## src/rtl/dirq_pkg.sv

```systemverilog
package dirq_pkg;

    localparam int N_CHAN       = 12;
    localparam int N_PORT       = N_CHAN / 2;
    localparam int REG_W        = 32;
    localparam int VEC_W        = 8;
    localparam int PRI_BASE     = 14;
    localparam int SEC_BASE     = 0;
    localparam int PRI_VEC_BASE = 'h38;
    localparam int SEC_VEC_BASE = 'h44;
    localparam int VEC_STEP     = 4;
    localparam int PORT_IDX_W   = $clog2(N_PORT);

    typedef enum logic [1:0] {
        CFG_EN_PRI  = 2'd0,
        CFG_EN_SEC  = 2'd1,
        CFG_CLR_PRI = 2'd2,
        CFG_CLR_SEC = 2'd3
    } cfg_sel_e;

    typedef enum logic [1:0] {
        S_IDLE = 2'd0,
        S_REQ  = 2'd1,
        S_GAP  = 2'd2
    } req_state_e;

    // Pair k feeds its neighbour port: even pairs go up one, odd pairs down one.
    function automatic int chan_to_port(input int c);
        int k;
        k = c / 2;
        return (k % 2 == 0) ? k + 1 : k - 1;
    endfunction

    function automatic bit port_in_primary(input int p);
        return (p % 2) == 1;
    endfunction

    function automatic int port_bit(input int p);
        return port_in_primary(p) ? PRI_BASE + p / 2 : SEC_BASE + p / 2;
    endfunction

    function automatic logic [VEC_W-1:0] port_vec(input int p);
        int v;
        v = port_in_primary(p) ? PRI_VEC_BASE + VEC_STEP * (p / 2)
                               : SEC_VEC_BASE + VEC_STEP * (p / 2);
        return VEC_W'(v);
    endfunction

    function automatic logic [REG_W-1:0] bank_used_mask(input bit primary);
        logic [REG_W-1:0] m;
        m = '0;
        for (int p = 0; p < N_PORT; p++) begin
            if (port_in_primary(p) == primary) m[port_bit(p)] = 1'b1;
        end
        return m;
    endfunction

endpackage

```

## src/rtl/dirq_event_merge.sv

```systemverilog
module dirq_event_merge
    import dirq_pkg::*;
(
    input  logic              clk_i,
    input  logic              rst_i,
    input  logic [N_CHAN-1:0] dma_mode_i,
    input  logic [N_CHAN-1:0] done_i,
    input  logic [N_CHAN-1:0] chain_ien_i,
    input  logic [N_CHAN-1:0] rx_avail_i,
    input  logic [N_CHAN-1:0] tx_room_i,
    output logic [N_PORT-1:0] port_ev_o
);

    logic [N_CHAN-1:0] ch_ev;

    // Each channel picks its source by mode.
    for (genvar c = 0; c < N_CHAN; c++) begin : g_chan
        assign ch_ev[c] = dma_mode_i[c] ? (done_i[c] & chain_ien_i[c])
                                        : (rx_avail_i[c] | tx_room_i[c]);
    end

    // Both channels of a pair fold onto one port bit.
    always_comb begin
        port_ev_o = '0;
        for (int c = 0; c < N_CHAN; c++) begin
            if (ch_ev[c]) port_ev_o[chan_to_port(c)] = 1'b1;
        end
    end

    // Completion pulses with the descriptor enable cleared, or in core-driven
    // mode, must not reach a port on their own.
    AST_QUIET_COMPLETION: assert property (@(posedge clk_i) disable iff (rst_i)
        (((done_i & ~(dma_mode_i & chain_ien_i)) != '0) &&
         ((done_i & dma_mode_i & chain_ien_i) == '0) &&
         (((rx_avail_i | tx_room_i) & ~dma_mode_i) == '0))
        |-> (port_ev_o == '0));

endmodule

```

## src/rtl/dirq_pending.sv

```systemverilog
module dirq_pending
    import dirq_pkg::*;
(
    input  logic              clk_i,
    input  logic              rst_i,
    input  logic [N_PORT-1:0] port_ev_i,
    input  logic [N_PORT-1:0] ack_clr_i,
    input  logic              cfg_we_i,
    input  logic [1:0]        cfg_sel_i,
    input  logic [REG_W-1:0]  cfg_wdata_i,
    output logic [N_PORT-1:0] pend_o,
    output logic [N_PORT-1:0] en_o,
    output logic [REG_W-1:0]  pend_pri_o,
    output logic [REG_W-1:0]  pend_sec_o
);

    localparam logic [REG_W-1:0] USED_BITS = bank_used_mask(1'b1) | bank_used_mask(1'b0);

    cfg_sel_e          sel;
    logic [N_PORT-1:0] pend_q, en_q;
    logic [N_PORT-1:0] wr_clr, wr_en_pri, wr_en_sec, en_d;
    logic              wdata_unused;

    assign sel          = cfg_sel_e'(cfg_sel_i);
    assign wdata_unused = ^(cfg_wdata_i & ~USED_BITS);

    // Decode the core write into per-port strobes.
    always_comb begin
        wr_clr    = '0;
        wr_en_pri = '0;
        wr_en_sec = '0;
        en_d      = en_q;
        for (int p = 0; p < N_PORT; p++) begin
            if (port_in_primary(p)) begin
                wr_clr[p]    = cfg_we_i && (sel == CFG_CLR_PRI) && cfg_wdata_i[port_bit(p)];
                wr_en_pri[p] = cfg_we_i && (sel == CFG_EN_PRI);
            end else begin
                wr_clr[p]    = cfg_we_i && (sel == CFG_CLR_SEC) && cfg_wdata_i[port_bit(p)];
                wr_en_sec[p] = cfg_we_i && (sel == CFG_EN_SEC);
            end
            if (wr_en_pri[p] || wr_en_sec[p]) en_d[p] = cfg_wdata_i[port_bit(p)];
        end
    end

    // Set wins over clear: a new event is never lost.
    always_ff @(posedge clk_i) begin
        if (rst_i) begin
            pend_q <= '0;
            en_q   <= '0;
        end else begin
            pend_q <= (pend_q & ~(wr_clr | ack_clr_i)) | port_ev_i;
            en_q   <= en_d;
        end
    end

    assign pend_o = pend_q;
    assign en_o   = en_q;

    always_comb begin
        pend_pri_o = '0;
        pend_sec_o = '0;
        for (int p = 0; p < N_PORT; p++) begin
            if (port_in_primary(p)) pend_pri_o[port_bit(p)] = pend_q[p];
            else                    pend_sec_o[port_bit(p)] = pend_q[p];
        end
    end

    AST_ALL_EVENTS_LATCHED: assert property (@(posedge clk_i) disable iff (rst_i)
        (port_ev_i != '0) |=> ((pend_q & $past(port_ev_i)) == $past(port_ev_i)));

    AST_CLEAR_TAKES: assert property (@(posedge clk_i) disable iff (rst_i)
        (((wr_clr | ack_clr_i) & ~port_ev_i) != '0)
        |=> ((pend_q & $past((wr_clr | ack_clr_i) & ~port_ev_i)) == '0));

endmodule

```

## src/rtl/dirq_prio_pick.sv

```systemverilog
module dirq_prio_pick
    import dirq_pkg::*;
(
    input  logic [N_PORT-1:0]     cand_i,
    output logic                  found_o,
    output logic [PORT_IDX_W-1:0] pick_o,
    output logic [VEC_W-1:0]      vec_o
);

    logic [VEC_W-1:0] best;

    // Lowest vector among serviceable ports wins.
    always_comb begin
        found_o = 1'b0;
        pick_o  = '0;
        best    = '1;
        for (int p = 0; p < N_PORT; p++) begin
            if (cand_i[p] && (port_vec(p) < best)) begin
                found_o = 1'b1;
                best    = port_vec(p);
                pick_o  = PORT_IDX_W'(p);
            end
        end
        vec_o = best;
    end

endmodule

```

## src/rtl/serial_dma_irq_latch.sv

```systemverilog
module serial_dma_irq_latch
    import dirq_pkg::*;
(
    input  logic                    clk_i,
    input  logic                    rst_i,
    input  logic [N_CHAN-1:0]       dma_mode_i,
    input  logic [N_CHAN-1:0]       done_i,
    input  logic [N_CHAN-1:0]       chain_ien_i,
    input  logic [N_CHAN-1:0]       rx_avail_i,
    input  logic [N_CHAN-1:0]       tx_room_i,
    input  logic                    cfg_we_i,
    input  logic [1:0]              cfg_sel_i,
    input  logic [REG_W-1:0]        cfg_wdata_i,
    input  logic                    ack_i,
    output logic                    irq_o,
    output logic [VEC_W-1:0]        irq_vec_o,
    output logic [REG_W-1:0]        pend_pri_o,
    output logic [REG_W-1:0]        pend_sec_o
);

    logic [N_PORT-1:0]     port_ev, pend, en, cand, ack_clr;
    logic                  found;
    logic [PORT_IDX_W-1:0] pick, req_port_q;
    logic [VEC_W-1:0]      pick_vec, vec_q;
    logic                  irq_q;
    req_state_e            state_q, state_n;

    dirq_event_merge u_merge (
        .clk_i       (clk_i),
        .rst_i       (rst_i),
        .dma_mode_i  (dma_mode_i),
        .done_i      (done_i),
        .chain_ien_i (chain_ien_i),
        .rx_avail_i  (rx_avail_i),
        .tx_room_i   (tx_room_i),
        .port_ev_o   (port_ev)
    );

    dirq_pending u_pend (
        .clk_i       (clk_i),
        .rst_i       (rst_i),
        .port_ev_i   (port_ev),
        .ack_clr_i   (ack_clr),
        .cfg_we_i    (cfg_we_i),
        .cfg_sel_i   (cfg_sel_i),
        .cfg_wdata_i (cfg_wdata_i),
        .pend_o      (pend),
        .en_o        (en),
        .pend_pri_o  (pend_pri_o),
        .pend_sec_o  (pend_sec_o)
    );

    assign cand = pend & en;

    dirq_prio_pick u_pick (
        .cand_i  (cand),
        .found_o (found),
        .pick_o  (pick),
        .vec_o   (pick_vec)
    );

    // Next-state logic.
    always_comb begin
        state_n = state_q;
        unique case (state_q)
            S_IDLE: if (found) state_n = S_REQ;
            S_REQ: begin
                if (ack_i)                  state_n = S_GAP;
                else if (!cand[req_port_q]) state_n = S_IDLE;
            end
            S_GAP:   state_n = S_IDLE;
            default: state_n = S_IDLE;
        endcase
    end

    // State register.
    always_ff @(posedge clk_i) begin
        if (rst_i) state_q <= S_IDLE;
        else       state_q <= state_n;
    end

    // Registered outputs and captured winner.
    always_ff @(posedge clk_i) begin
        if (rst_i) begin
            irq_q      <= 1'b0;
            vec_q      <= '0;
            req_port_q <= '0;
        end else begin
            irq_q <= (state_n == S_REQ);
            if ((state_q == S_IDLE) && found) begin
                vec_q      <= pick_vec;
                req_port_q <= pick;
            end
        end
    end

    always_comb begin
        ack_clr = '0;
        if ((state_q == S_REQ) && ack_i) ack_clr[req_port_q] = 1'b1;
    end

    assign irq_o     = irq_q;
    assign irq_vec_o = vec_q;

    AST_REQ_LATENCY: assert property (@(posedge clk_i) disable iff (rst_i)
        ((state_q == S_IDLE) && (cand != '0)) |=> irq_o);

    AST_VEC_HOLD: assert property (@(posedge clk_i) disable iff (rst_i)
        (irq_o && !ack_i && cand[req_port_q]) |=> (irq_o && $stable(irq_vec_o)));

    AST_ACK_DROPS: assert property (@(posedge clk_i) disable iff (rst_i)
        (irq_o && ack_i) |=> (!irq_o && !pend[$past(req_port_q)]));

    AST_NO_IDLE_REQ: assert property (@(posedge clk_i) disable iff (rst_i)
        ((state_q != S_REQ) && (cand == '0)) |=> !irq_o);

endmodule

```

## config.mk

```make
export PLATFORM = sky130hd
export DESIGN_NAME = serial_dma_irq_latch
export DESIGN_NICKNAME = d
export VERILOG_FILES = /design/src/rtl/dirq_pkg.sv /design/src/rtl/dirq_event_merge.sv /design/src/rtl/dirq_pending.sv /design/src/rtl/dirq_prio_pick.sv /design/src/rtl/serial_dma_irq_latch.sv
export SDC_FILE = /design/constraint.sdc
export NUM_CORES = 1
export LEC_CHECK = 0
export ABC_CLOCK_PERIOD_IN_PS = 3200
export BUFFER_PORTS_ARGS = -buffer_cell sky130_fd_sc_hd__buf_4
export CAP_MARGIN = 5
export CELL_PAD_IN_SITES_DETAIL_PLACEMENT = 0
export CELL_PAD_IN_SITES_GLOBAL_PLACEMENT = 1
export CORE_AREA = 2 2 97 80
export CTS_CLUSTER_SIZE = 10
export DETAILED_ROUTE_END_ITERATION = 10
export DIE_AREA = 0 0 99 82
export PLACE_DENSITY_LB_ADDON = 0.1
export SLEW_MARGIN = 20
export SYNTH_ARGS = -nofsm -noshare
export SYNTH_HDL_FRONTEND = slang
export SYNTH_SLANG_ARGS = --single-unit
export TNS_END_PERCENT = 50
```

## constraint.sdc

```tcl
create_clock -name clk_i -period 3.2 [get_ports clk_i]
set_input_delay 0 -clock clk_i [delete_from_list [all_inputs] [get_ports clk_i]]
set_output_delay 0 -clock clk_i [all_outputs]
set_load 0.005 [all_outputs]
```

# --- After elaboration in Yosys (flattened, before gate mapping) ---
# Cells that the tools add are included.
# Widths: inputs -> output; s select.
word_totals:
  romBits: 0
  inputBits: 98
  latchBits: 0
  regBits: 26
  ram_bits: 0
  output_inout_bits: 73
  n_memories: 0
op_classes:
  n_mul: 0
  muxes: 50
  n_lt_le_gt_ge: 7
  n_shift: 0
  add_sub_neg: 0
  div_mod_pow: 0
  eq_ne: 5
  reduce_logical: 20
  n_bitwise: 29
ops:
  columns: ["operator", "count"]
  rows:
  - ["$mux 8", 6]
  - ["$mux 1", 33]
  - ["$lt 7x8->1 const A", 3]
  - ["$logic_and 1x1->1", 18]
  - ["$lt 6x8->1 const A", 2]
  - ["$and 1x1->1", 12]
  - ["$and 6x6->6", 2]
  - ["$or 1x1->1", 12]
  - ["$or 6x6->6", 2]
  - ["$mux 2", 5]
  - ["$eq 2x1->1 const B", 3]
  - ["$mux 3", 2]
  - ["$mux 6", 1]
  - ["$not 6->6", 1]
  - ["$eq 2x2->1 const B", 2]
  - ["$logic_not 2->1", 2]
  - ["$lt 3x4->1 const B", 1]
  - ["$pmux 2 s2", 1]
  - ["$bmux 1 s3", 1]
  - ["$demux 1 s3", 1]
  - ["$ge 3x1->1 const B", 1]

# --- Logic depth before layout (Yosys ltp) ---
# Gate-level depths: netlist (run 1).
depth:
  word_depth: 20
  mapped_depth: 4

# --- Hierarchy ---
# Synthesis (run 1) repeated with hierarchy kept, for this count alone.
hier_totals:
  hier_cells: 265
  hier_area_um2: 2084.5
by_module_without_submodules:
  columns: ["module", "cells_each", "n_inst", "area_each_um2"]
  rows:
  - ["dirq_pending", 125, 1, 1074.8]
  - ["serial_dma_irq_latch", 89, 1, 706.9]
  - ["dirq_event_merge", 30, 1, 187.7]
  - ["dirq_prio_pick", 21, 1, 115.1]

# --- Worst setup path before layout (run 1) ---
# Ideal clock, no wire load.
synth_path:
  path_type: "register to register"
  startpoint: "register u_pend.pend_q[1] (netlist: u_pend.pend_o[1])"
  endpoint: "register vec_q[2] (netlist: irq_vec_o[2])"
  path_stages_with_launch: 5
  arrival_time_ns: 1.247
  setup_slack_ns: 1.837
  path_buffers: 0
  required_time_ns: 3.084
  setup_ns: 0.116
  period_less_slack_ns: 1.363
  cell_sequence: "dfxtp_1 -> a22oi_2 -> a311oi_4 -> nor3b_1 -> a31o_2"
synth_between:
  elab_chain_len: 16
synth_lines:
  columns: ["item", "line_no", "source"]
  rows:
  - ["from (decl)", "dirq_pending.sv:20", "logic [N_PORT-1:0] pend_q, en_q;"]
  - ["from (signal assigned)", "dirq_pending.sv:51", "pend_q <= (pend_q & ~(wr_clr | ack_clr_i)) | port_ev_i;"]
  - ["$and 6x6->6 (*)", "serial_dma_irq_latch.sv:53", "assign cand = pend & en;"]
  - ["$logic_and 1x1->1 (*)", "dirq_prio_pick.sv:18", "if (cand_i[p] && (port_vec(p) < best)) begin"]
  - ["$mux 8", "dirq_prio_pick.sv:18", null]
  - ["$lt 7x8->1", "dirq_prio_pick.sv:18", null]
  - ["$logic_and 1x1->1", "dirq_prio_pick.sv:18", null]
  - ["$mux 8", "dirq_prio_pick.sv:18", null]
  - ["$lt 6x8->1", "dirq_prio_pick.sv:18", null]
  - ["$logic_and 1x1->1", "dirq_prio_pick.sv:18", null]
  - ["$mux 8", "dirq_prio_pick.sv:18", null]
  - ["$lt 7x8->1", "dirq_prio_pick.sv:18", null]
  - ["$logic_and 1x1->1", "dirq_prio_pick.sv:18", null]
  - ["$mux 8", "dirq_prio_pick.sv:18", null]
  - ["$lt 7x8->1", "dirq_prio_pick.sv:18", null]
  - ["$logic_and 1x1->1", "dirq_prio_pick.sv:18", null]
  - ["$mux 1", "dirq_prio_pick.sv:18", null]
  - ["$logic_and 1x1->1", "serial_dma_irq_latch.sv:90", "if ((state_q == S_IDLE) && found) begin"]
  - ["to (signal assigned)", "serial_dma_irq_latch.sv:91", "vec_q <= pick_vec;"]
  - ["to (decl)", "serial_dma_irq_latch.sv:24", "logic [VEC_W-1:0] pick_vec, vec_q;"]
# Mark *: on every way between the ends. The rest lies on a longest branch, timed or not.
# A chain may end at the register's enable or synchronous reset.

# --- Final worst setup path (run 1) ---
layout_path:
  startpoint: "register req_port_q[0]"
  endpoint: "register irq_q (netlist: irq_o)"
layout_between:
  elab_chain_len: 6
layout_lines:
  columns: ["item", "line_no", "source"]
  rows:
  - ["from (decl)", "serial_dma_irq_latch.sv:23", "logic [PORT_IDX_W-1:0] pick, req_port_q;"]
  - ["from (signal assigned)", "serial_dma_irq_latch.sv:92", "req_port_q <= pick;"]
  - ["$bmux 1 s3", "serial_dma_irq_latch.sv:69", "else if (!cand[req_port_q]) state_n = S_IDLE;"]
  - ["$mux 1 (not written as such)", "serial_dma_irq_latch.sv:69", null]
  - ["$mux 2", "serial_dma_irq_latch.sv:69", null]
  - ["$mux 2", "serial_dma_irq_latch.sv:68", "if (ack_i) state_n = S_GAP;"]
  - ["$pmux 2 s2", "serial_dma_irq_latch.sv:65", "unique case (state_q)"]
  - ["$eq 2x1->1", "serial_dma_irq_latch.sv:89", "irq_q <= (state_n == S_REQ);"]
  - ["to (signal assigned)", "serial_dma_irq_latch.sv:89", null]
  - ["to (decl)", "serial_dma_irq_latch.sv:25", "logic irq_q;"]
# Every way passes these cells. The select of a mux whose other input is x is not followed.

==> summary.md, run 1 <==
| Metric | Value |
|---|---|
| Core footprint | 0.00718 mm2 |
| CTS Buf Count | 3 |
| Post-route ant nets | 0 |
| Largest net degree at the start of global routing | 26 |
| Async SR Flop Fraction | 0% |
| CTS H-tree lvls | 1 |
| Post-DR wirelength/cell | between 10 and 15 um |
| Post-route insts no fill | roughly 390 |
| Row Count | 28 |
| Synth area leaders | dfxtp_1 (27%), buf_4 (27%), nor2_1 (6.5%) |
| Routed wire length | ~4.4 mm |
| Post-synth top area cell | dfxtp_1 |
| Post-CTS Hold Fix Bufs | 6 |
| Drt first pass iters | 6 |
| Met3 Routed Length | approximately 360 um |
| CP required | approximately 3300 ps |
| Fmax | approximately 0.65 GHz |
| Post-synth top area share | 27.5% |
| Initial antenna violation count | 0 |
| Port Buffers | 86 |
| Layout net count | around 400 |
| Top layer in use | met4 |
| Main synth FF type | dfxtp_1 |
| Clock Skew | ~3.2 ps |
| Die Area | between 0.008 and 0.009 mm2 |
| Final setup vio count | 0 |
| Synth Instances | 209 |
| Lkg Pwr | approximately 1.1 nW |
| Power Density | roughly 300 mW/mm2 |
| Slew @ Worst Pin | a little over 600 ps |
| Max VDD drop | 0.000157 V |
| Synth unique cells | 38 |
| Startpoint types | flip-flop |
| Initial detailed-routing violation count | just under 60 |
| Hold Fails Final Rpt | 0 |
| Die Y | slightly above 80 um |
| Skew-Pair Late Insertion Delay | ~270 ps |
| Slew Viols, Final | 0 |
| CTS Buffer Depth | 2 |
| Inserted Diodes | 0 |
| Number of synthesized flops with an enable pin | 0 |
| GPL Wtd Cong | roughly 0.75 |
| Register area | ~460 um2 |
| CP Capture Type | flip-flop |
| Clock slew at reported path FFs | approximately 90 ps |
| CTS tree | yes |
| CP arrival | between 1500 and 2000 ps |
| Most used cells in the layout excluding fill and tap cells | buf_4 (86), conb_1 (58), nor2_1 (29) |
| Sequential element share of the synthesized area | 27.5% |
| Worst-path fanout max | 7 |
| Number of synthesis warnings | 0 |
| Tcrit/Tclk final | roughly half |
| Die Wd | just under 100 um |
| Via-per-instance ratio | 4.10 |
| Total GRT Usage | 10.5% |
| IO Count | around 170 |
| Maxcap violations | 0 |
| Synthesized area | 0.00168 mm2 |
| RSZ-0062 raised after global routing | no |
| M1 wire length | ~2.0 mm |
| Clock Sinks | 23 |
| Inst Count DP | 378 |
| Area of the multi-input gates | ~940 um2 |
| Min cycle time layout | 1540 ps |
| Layout area overhead | 36.3% |
| Post_cts resized | 0 |
| Clock root buffer | clkbuf_8 |
| Count of state elements after synthesis | 23 |
| Synth Area per Inst | roughly 8.0 um2 |
| Detailed-routed wire length on met2 | about 2 mm |
| Setup Fix Bufs, Post-CTS | 0 |
| Critical path type | flip-flop to flip-flop |
| Setup TNS | 0 ps |
| Grt ovf | 0 |
| First-pass GRT wire length | 6.89 mm |
| Placed Area | 0.00218 mm2 |
| Initial core utilization | between 20% and 30% |
| Commonest non-fill, non-tap cell in the layout | buf_4 |
| Worst Hold Class | input port to flip-flop |
| Number of global-route vias before repair | about 1500 |
| Relative slew slack | 58.7% |
| Status | finished clean |
| Cell area after layout | 0.00228 mm2 |
| FILL cells | 814 |
| HPWL Detailed | between 3 and 4 mm |
| Share of cells above drive strength 1 | 32.6% |
| Via Count | about 1600 |
| DRC | 0 |
[state kept, by name, summed over array words and instances, names as in the netlist]
register / flops
req_port_q: 3
u_pend.pend_o: 6
irq_vec_o: 5
irq_o: 1
u_pend.en_o: 6
state_q: 2
[cells by family (layout without fill, tap and decap cells)]
| kind of cell | after synthesis | count (layout) | share of synthesized area [%] |
|---|---|---|---|
| AOI/OAI and AO/OA | 48 | 48 | 21.5 |
| buffers and inverters | 69 | 101 | 29.1 |
| DFF | 23 | 23 | 27.5 |
| muxes | 6 | 6 | 3.58 |
| other | 1 | 58 | 0.224 |
| and+or+nand+nor | 62 | 62 | 18.1 |
[cells in the mapped netlist (4+ instances only)]
cell type	n
mux2i_1	6
inv_1	5
nand2_1	10
o221ai_1	4
buf_4	61
nor3b_1	4
o22ai_1	4
nor2_1	29
a31oi_1	13
a21oi_1	5
nand3b_1	4
dfxtp_1	23
[worst max-delay path, cell delays in order (launching register included)]
cell and delay, ps:
dfxtp_1 380, or2_2 360, o311ai_0 500, o22ai_1 160
[routing by layer]
layer,vias up,track usage (%)
met5,-,0
met4,0,1.23
met3,2,2.72
met2,76,17.3
met1,716,14.4
li1,797,-
[area by class of cell]
type                       instances  share of cell area (%)
tap                               90                    4.93
timing repair buffer              92                    30.9
inverter                           5                   0.822
sequential                        23                    20.2
multi-input combinational        174                    41.2
clock buffer                       4                    1.97
[path summary, 6_finish.rpt]
kind	start	end	slack [ps]	depth (start not counted)
max	req_port_q[0]$_SDFFE_PP0P_	irq_o$_SDFF_PP0_	1660	3
min	chain_ien_i[1]	u_pend.pend_o[1]$_SDFF_PP0_	20	3
max reg2reg	req_port_q[0]$_SDFFE_PP0P_	irq_o$_SDFF_PP0_	1660	3
min reg2reg	irq_vec_o[1]$_SDFFE_PP0P_	irq_vec_o[1]$_SDFFE_PP0P_	510	1
[metrics by stage]
stage / total power (W) / setup WS (ps) / hold WS [ps] / util [%]
after floorplan: 0.000454 / 1840 / 144 / -
after global placement: 0.000508 / 1630 / 243 / 30.3
after detailed placement: 0.000509 / 1650 / 250 / 30.3
after CTS: 0.000705 / 1630 / 14.7 / 31.8
after global routing: 0.000738 / 1510 / 20.9 / 31.8
final: 0.000694 / 1660 / 18.4 / 31.8
[report_power, final]
part	switching (W)	leakage (nW)	internal, W
registers	0.0000177	0.189	0.000303
clock network	0.0000980	0.0228	0.0000890
logic	0.0000798	0.877	0.000107
total	0.000195	1.09	0.000499
(Power assumes the default switching activity.)
==> run 2, diff against run 1 <==
- ABC_CLOCK_PERIOD_IN_PS: 3200 -> 1420
- CORE_AREA: 2 2 97 80 -> 2 2 99 82
- DIE_AREA: 0 0 99 82 -> 0 0 101 84
- clock period: 3.2 -> 1.42 ns (I/O delays scaled with it)
==> run 2 against run 1 <==
Effect of this change:
- cell count grew 8.0%
- worst hold slack got worse by 4.0 ps
- fmax is 13% higher
- final area increased by 10%
- die area increased by 4.5%
- power up 140%
- sequential share of layout area is 1.6 points lower
- via count increased by 5.7%
- count of clock-buffer cells in the layout did not move
- largest cell class unchanged
==> summary.md, run 2 (same netlist as run 1, synthesis figures left out) <==
| Metric | Value |
|---|---|
| Power Density | 655 mW/mm2 (+120%) |
| Lkg Pwr | 1.23 nW (+13%) |
| Min cycle time layout | 1360 ps (-179 ps) |
| Slew Viols, Final | 0 (unchanged) |
| Layout net count | 425 (+7.1%) |
| Final WS setup | 62.3 ps (-1600 ps) |
| Die Y | 84 um (+2.4%) |
| IO Count | 171 (unchanged) |
| Util after Layout | 33.0% (+1.2 points) |
| CP arrival | 1520 ps (-150 ps) |
| Die Wd | 101 um (+2.0%) |
| CP Capture Type | flip-flop |
| Area of the multi-input gates | 953 um2 (+1.3%) |
| Met2 usage in global routing | 17.6% (+0.28 points) |
| Clock root buffer | clkbuf_8 |
| Grt ovf | 0 (unchanged) |
| Met3 usage | 2.68% (-0.043 points) |
| CTS Buf Count | 3 (unchanged) |
| CTS H-tree lvls | 1 (unchanged) |
| Tcrit/Tclk final | 95.6% (+48 points) |
| Initial antenna violation count | 0 (unchanged) |
| Grt peak-use layer | met2 |
| Largest net degree at the start of global routing | 17 (-35%) |
| Via-per-instance ratio | 4.01 (-2.2%) |
| DRC | 0 (unchanged) |
| Clock slew at reported path FFs | 90 ps (about the same) |
| Core footprint | 0.00762 mm2 (+6.1%) |
| Worst-path fanout max | 4 (-3) |
| DP Worst Slack | -46.5 ps (-1700 ps) |
| Startpoint types | flip-flop |
| Clock Skew | 4.98 ps (+1.74 ps) |
| GPL Wtd Cong | 0.733 (-1.7%) |
| Maxcap violations | 0 (unchanged) |
| Port Buffers | 86 (unchanged) |
| FILL cells | 841 (+3.3%) |
| Fmax | 0.737 GHz (+13%) |
| Via Count | 1681 (+5.7%) |
| Post-route ant nets | 0 (unchanged) |
| RSZ-0062 raised after global routing | yes |
| Max VDD drop | 0.000331 V (+110%) |
| Routed wire length | 4.69 mm (+5.8%) |
| CP required | 1580 ps (-1750 ps) |
| CTS Buffer Depth | 2 (unchanged) |
| Initial detailed-routing violation count | 32 (-45%) |
| Worst Hold Class | input port to flip-flop |
| Setup TNS | 0 ps (unchanged) |
| Register area | 467 um2 (+1.4%) |
| Clock Sinks | 23 (unchanged) |
| Inserted Diodes | 0 (unchanged) |
| Total GRT Usage | 10.6% (+0.026 points) |
| Drt first pass iters | 4 (-2) |
| Initial core utilization | 22.0% (-1.3 points) |
| Commonest non-fill, non-tap cell in the layout | buf_4 |
| Row Count | 29 (+3.6%) |
| CTS tree | yes |
| Post-DR wirelength/cell | 11.2 um (-2.1%) |
| Share of cells above drive strength 1 | 39.9% (+7.3 points) |
| HPWL Detailed | 4.00 mm (+8.4%) |
| Die Area | 0.00848 mm2 (+4.5%) |
| Layout area overhead | 50.2% |
| First-pass GRT wire length | 7.21 mm (+4.7%) |
| Hold Fails Final Rpt | 0 (unchanged) |
| Final setup vio count | 0 (unchanged) |
| Most used cells in the layout excluding fill and tap cells | buf_4 (114), conb_1 (58), nor2_1 (29) |
| Number of global-route vias before repair | 1550 (+6.8%) |
| Critical path type | flip-flop to flip-flop |
| Status | finished clean |
| Skew-Pair Late Insertion Delay | 270 ps (about the same) |
| GR Util met1 | 14.1% (-0.35 points) |
[run 2: path summary, 6_finish.rpt]
kind                                                   from                    endpoint  slack, ps  cells after the start
worst min register to register    irq_vec_o[3]$_SDFFE_PP0P_   irq_vec_o[3]$_SDFFE_PP0P_        500                      2
worst max register to register  u_pend.pend_o[1]$_SDFF_PP0_  req_port_q[1]$_SDFFE_PP0P_         60                      5
worst min-delay path                                  ack_i       state_q[1]$_SDFF_PP0_         10                      3
worst max-delay path            u_pend.pend_o[1]$_SDFF_PP0_  req_port_q[1]$_SDFFE_PP0P_         60                      5
[run 2: final cells by class]
class | instances | area share (%)
clock buffers | 4 | 1.79
inverters | 5 | 0.746
multi-input cells | 174 | 37.9
flip-flops and latches | 23 | 18.5
well taps | 93 | 4.62
repair buffers | 120 | 36.4
[run 2: worst max-delay path: stages, from the launching register on]
cell and delay (ps):
dfxtp_1 320, a22oi_2 290, buf_4 190, o21ai_0 130, o2111ai_1 230, o31ai_1 100
[run 2: metal layers]
metal  wire [um]  share of wire, %
met4          19              0.41
met2        2210                47
met3         308               6.6
met1        2150                46
met5           0                 0
[run 2: timing repair]
item | CTS | global route
hold buffers | 6 | 0
pin swaps | 0 | 2
setup buffers | 0 | 2
hold endpoints to repair | 6 | 0
resized for setup | 5 | 4
setup endpoints to repair | 5 | 5
[run 2: per-stage QoR]
step	cell area, um2	hold slack [ps]	instances	power [W]
2_1_floorplan	1890	144	266	0.00102
3_3_place_gp	2380	247	408	0.00122
3_5_place_dp	2380	254	408	0.00121
4_1_cts	2500	6.82	418	0.00167
5_1_grt	2520	21.7	419	0.00175
6_report	2520	14.5	419	0.00165
[run 2: power breakdown]
part           internal, W  switching (W)
combinational     0.000302       0.000209
clock             0.000201       0.000225
sequential        0.000683      0.0000277
